<file path="src/rtl/pwm_shadow.sv">
module pwm_shadow #(
  parameter int CW = 16,
  parameter int PW = 2
) (
  input  logic          clk,
  input  logic          rst,
  input  logic          tick_en,
  input  logic          wr_en,
  input  logic [1:0]    wr_addr,
  input  logic [CW-1:0] wr_data,
  output logic          pwm_out,
  output logic          pending
);
  localparam int PCW = (1 << PW) - 1;
  localparam logic [1:0] A_DIV = 2'd0, A_DUTY = 2'd1, A_PER = 2'd2;

  logic [PW-1:0]  sh_div, lv_div;
  logic [CW-1:0]  sh_duty, sh_per, lv_duty, lv_per, cnt;
  logic [PCW-1:0] pre;
  logic           pend;

  wire [PCW-1:0] mask   = (PCW'(1) << lv_div) - PCW'(1);
  wire           step   = tick_en && ((pre & mask) == mask);
  wire           last   = (lv_per == '0) || (cnt == lv_per - CW'(1));
  wire           bound  = step && last;
  wire           wr_per = wr_en && (wr_addr == A_PER);

  always_ff @(posedge clk) begin
    if (rst) begin
      sh_div  <= '0;
      sh_duty <= '0;
      sh_per  <= '0;
      lv_div  <= '0;
      lv_duty <= '0;
      lv_per  <= '0;
      cnt     <= '0;
      pre     <= '0;
      pend    <= 1'b0;
    end else begin
      if (wr_en) begin
        case (wr_addr)
          A_DIV:   sh_div  <= wr_data[PW-1:0];
          A_DUTY:  sh_duty <= wr_data;
          A_PER:   sh_per  <= wr_data;
          default: ;
        endcase
      end
      if (tick_en) pre <= step ? '0 : pre + PCW'(1);
      if (step) cnt <= last ? '0 : cnt + CW'(1);
      if (bound && pend) begin
        lv_div  <= sh_div;
        lv_duty <= sh_duty;
        lv_per  <= sh_per;
      end
      if (wr_per) pend <= 1'b1;
      else if (bound) pend <= 1'b0;
    end
  end

  assign pwm_out = (lv_per != '0) && (cnt < lv_duty);
  assign pending = pend;
endmodule


</file>
<file path="config.mk">
export PLATFORM = sky130hd
export DESIGN_NAME = pwm_shadow
export DESIGN_NICKNAME = d
export VERILOG_FILES = /design/src/rtl/pwm_shadow.sv
export SDC_FILE = /design/constraint.sdc
export NUM_CORES = 1
export LEC_CHECK = 0
export ABC_AREA = 1
export BUFFER_PORTS_ARGS = -buffer_cell sky130_fd_sc_hd__buf_4
export CORE_MARGIN = 4
export CORE_UTILIZATION = 40
export DETAILED_ROUTE_END_ITERATION = 8
export SYNTH_ARGS = -nofsm -noshare
export SYNTH_HDL_FRONTEND = slang
export SYNTH_SLANG_ARGS = --single-unit
export TNS_END_PERCENT = 50
</file>
<file path="constraint.sdc">
create_clock -name clk -period 2.2 [get_ports clk]
set_clock_uncertainty 0.15 [all_clocks]
set_input_delay 0.22 -clock clk [delete_from_list [all_inputs] [get_ports clk]]
set_output_delay 0.22 -clock clk [all_outputs]
set_load 0.02 [all_outputs]
</file>
==> qor.csv <==
stage,metric,value,unit
sta,timing.final.crit_share,103.5,%
placement,io_buffers,23,
layout,final_core_util,51.97,%
drt,wl,11300,um
setup_path,rr_endpoint,lv_per[5],
setup_path,r2r_start,lv_per[6],
sta,grt_setup_unrepaired,true,
drt,drt_pass1_iterations,5,
setup_path,cp-end-kind,flop,
setup_path,crit_path_start,lv_per[6],
setup_path,reg2reg_depth,16,
setup_path,critPathMaxStageDelay,370,ps
setup_path,cp.buffers_inverters,3,
synthesis,syn_nets,746,
die,die_area,13520,sq um
synthesis,ys_seq_area_share,37.57,%
flow_run,maxCapViolCount,0,
global_route,grt-ovfl-total,0,
synthesis,synth_cell_type_count,32,
layout,antenna_cells,0,
sta,finalSetupViolations,49,
synthesis,netlist_instances,706,
sta,finalWorstSetupSlack,-77.19,ps
layout,multi_input_area,2496,sq um
placement,dpl.hpwl,8277,um
layout,final_cell_mix,"nand2_1 (125), inv_1 (124), dfxtp_1 (82)",
synthesis,synth_area,4689,sq um
min_path,hold_class,in2reg,
cts,clockRootBuffer,clkbuf_16,
sta,tightest_slew,583.8,ps
die,core,11470,sq um
cts,clk_pin_slew,60,ps
die,die_h,116.3,um
drt,viasPerCell,4.748,
setup_path,cp_slowest_cell,dfxtp_1,
cts,insertion_delay,330,ps
setup_path,worstPathCellList,nor2_1 -> nand2_1 -> inv_1 -> nand3_1 -> nand2_1 -> nand2_1 -> nor2_1 -> nand2_1 -> nor2_1 -> nand2_2 -> nand2_4 -> nand3_4 -> buf_12 -> nand2_2 -> inv_1 -> nor2_1,
cts,clock-sinks,88,
cts,cts-buffers-inserted,9,
drt,drtIter0Drc,179,
die,rows,39,
sta,fmax,0.4391,GHz
cts,clock_tree.buffer_depth,2,
run_status,failed_checks,setup timing,
layout,drive_gt1_share,20.65,%
layout,register_area,1772,sq um
layout,final_common_cell,nand2_1,
sta,drv_slew,0,
layout,nets,800,
synthesis,yosys_warnings,0,
setup_path,r2r_setup_slack,-80,ps
setup_path,crit_arrival,2390,ps
run_status,outcome,"complete, but fails checks",
sta,fin_tns_setup,-1669,ps
die,start_util,40.89,%
setup_path,crit_path_end,lv_per[5],
cts,cts_tree,yes,
setup_path,crit_type,reg2reg,
drt,drc,0,
synthesis,syn_avg_cell_area,6.642,sq um
sta,final-hold-violation-count,0,
pwr,power_density,745.4,nW/um^2
pwr,total_power,4442,uW
drt,via_count,4311,
sta,fin_crit,2277,ps
setup_path,cp-start-kind,flop,
layout,syn_to_final_growth,27.08,%
setup_path,crit_required,2310,ps
global_route,antenna_found_initial,0,
placement,gp_congestion,0.7949,
die,die_w,116.3,um
setup_path,critPathTopFamily,simple AND/OR/NAND/NOR gates,
global_route,grt_pass1_vias,3964,
drt,ant_nets,0,
drt,routedWlPerCell,12.44,um
global_route,grtUsageTotal,16.98,%
layout,fillCellCount,1105,
setup_path,cp_max_fo,8,
pwr,peakVddDrop,460.7,uV
setup_path,crit_cells,16,
pwr,power_leakage,0.002757,uW
global_route,grt_pass1_wl,18490,um
cts,htreeDepth,3,
die,io_pins,24,
global_route,grt_max_degree,38,
sta,relSlewSlack,60.84,%
synthesis,ys_ff_latch,88,
-- layout make-up --
type / count / area share, %
inverters: 141 / 8.881
clock inverters: 3 / 1.092
clock buffers: 13 / 4.199
flip-flops and latches: 88 / 29.73
multi-input cells: 449 / 41.89
repair buffers: 71 / 11.21
well taps: 143 / 3.002
-- power by group --
part | switching, uW | leakage [uW] | total [uW] | internal (uW)
clock | 595 | 0.000154 | 1620 | 1030
sequential | 39.0 | 0.000718 | 1700 | 1660
combinational | 642 | 0.00189 | 1120 | 475
total | 1280 | 0.00276 | 4440 | 3170
-- through the flow --
step	cell area (sq um)	hold WS [ps]	setup slack [ps]	std cells
4_1_cts	5720	18.70	-58.89	904
3_5_place_dp	5284	278.9	-144.4	882
6_report	5959	27.14	-77.19	908
5_1_grt	5959	40.49	-247.1	908
3_3_place_gp	5284	274.9	-190.0	882
2_1_floorplan	4690	139.1	54.20	706
-- worst min-delay path by stage --
stage | from | end | slack [ps] | cells past startpoint
floorplan | rst | cnt[1] | 140 | 1
global placement | rst | cnt[1] | 270 | 2
detailed placement | rst | cnt[1] | 280 | 2
CTS | tick_en | pre[1] | 20 | 3
global route | wr_data[10] | sh_duty[10] | 40 | 3
finish | wr_data[8] | sh_per[8] | 30 | 3
-- repair_timing --
| action | in CTS | in global routing |
|---|---|---|
| resized for setup | 23 | 65 |
| buffers inserted | 5 | 2 |
| pin swaps | 10 | 23 |
| gates cloned | 1 | 2 |
| setup endpoints to repair | 51 | 51 |
| hold buffers | 1 | 0 |
| hold endpoints to repair | 2 | 0 |
-- cells by family (layout without fill, tap and decap cells) --
family / Yosys count / in the layout / share of synthesized area [%]
buf+inv: 169 / 228 / 13.79
xor+xnor: 18 / 18 / 3.362
compound gates: 96 / 96 / 10.57
flops: 88 / 88 / 37.57
fa+ha+maj: 18 / 18 / 4.803
simple gates: 317 / 317 / 29.91
-- layer usage --
| metal | routed length [um] | part of all wire, % | global-route usage (%) |
|---|---|---|---|
| met4 | 249 | 2.2 | 6.806 |
| met5 | 0 | 0 | 0 |
| met3 | 301 | 2.7 | 2.228 |
| met1 | 5610 | 50 | 23.34 |
| met2 | 5134 | 45 | 27.00 |
-- synth_stat cells --
cell        n  area (sq um)
nand2_1   151         566.8
inv_1     138         518.0
dfxtp_1    88          1762
nor2_1     76         285.3
a21oi_1    48         240.2
o21ai_0    42         210.2
nand4_1    40         250.2
nand3_1    28         140.1
ha_1       18         225.2
clkbuf_1   15         56.30
nor3_1     11         55.05
xor2_1     11         96.34
buf_2       7         35.03
xnor2_1     7         61.31
buf_1       5         18.77
nor2_4      3         33.78
inv_2       2         7.510
o211ai_1    2         15.01
a21boi_0    1         7.510
a22o_1      1         8.760
a31oi_1     1         6.260
and2_1      1         6.260
and3_1      1         6.260
buf_4       1         7.510
clkinv_1    1         3.750
nand2_2     1         6.260
nand2_4     1         11.26
nand3_4     1         17.52
nand3b_1    1         7.510
nor3_2      1         10.01
o31ai_1     1         7.510
or2_2       1         6.260
-- registers in the layout, indices dropped and copies added (netlist names) --
signal,flops
cnt,16
lv_duty,16
lv_per,16
sh_duty,16
sh_per,16
pre,3
lv_div,2
sh_div,2
pending,1
-- tightest hold or removal path, stage by stage --
cell and delay [ps]:
buf_4 80, o21ai_0 70, a21oi_1 100
(Power assumes the default switching activity.)
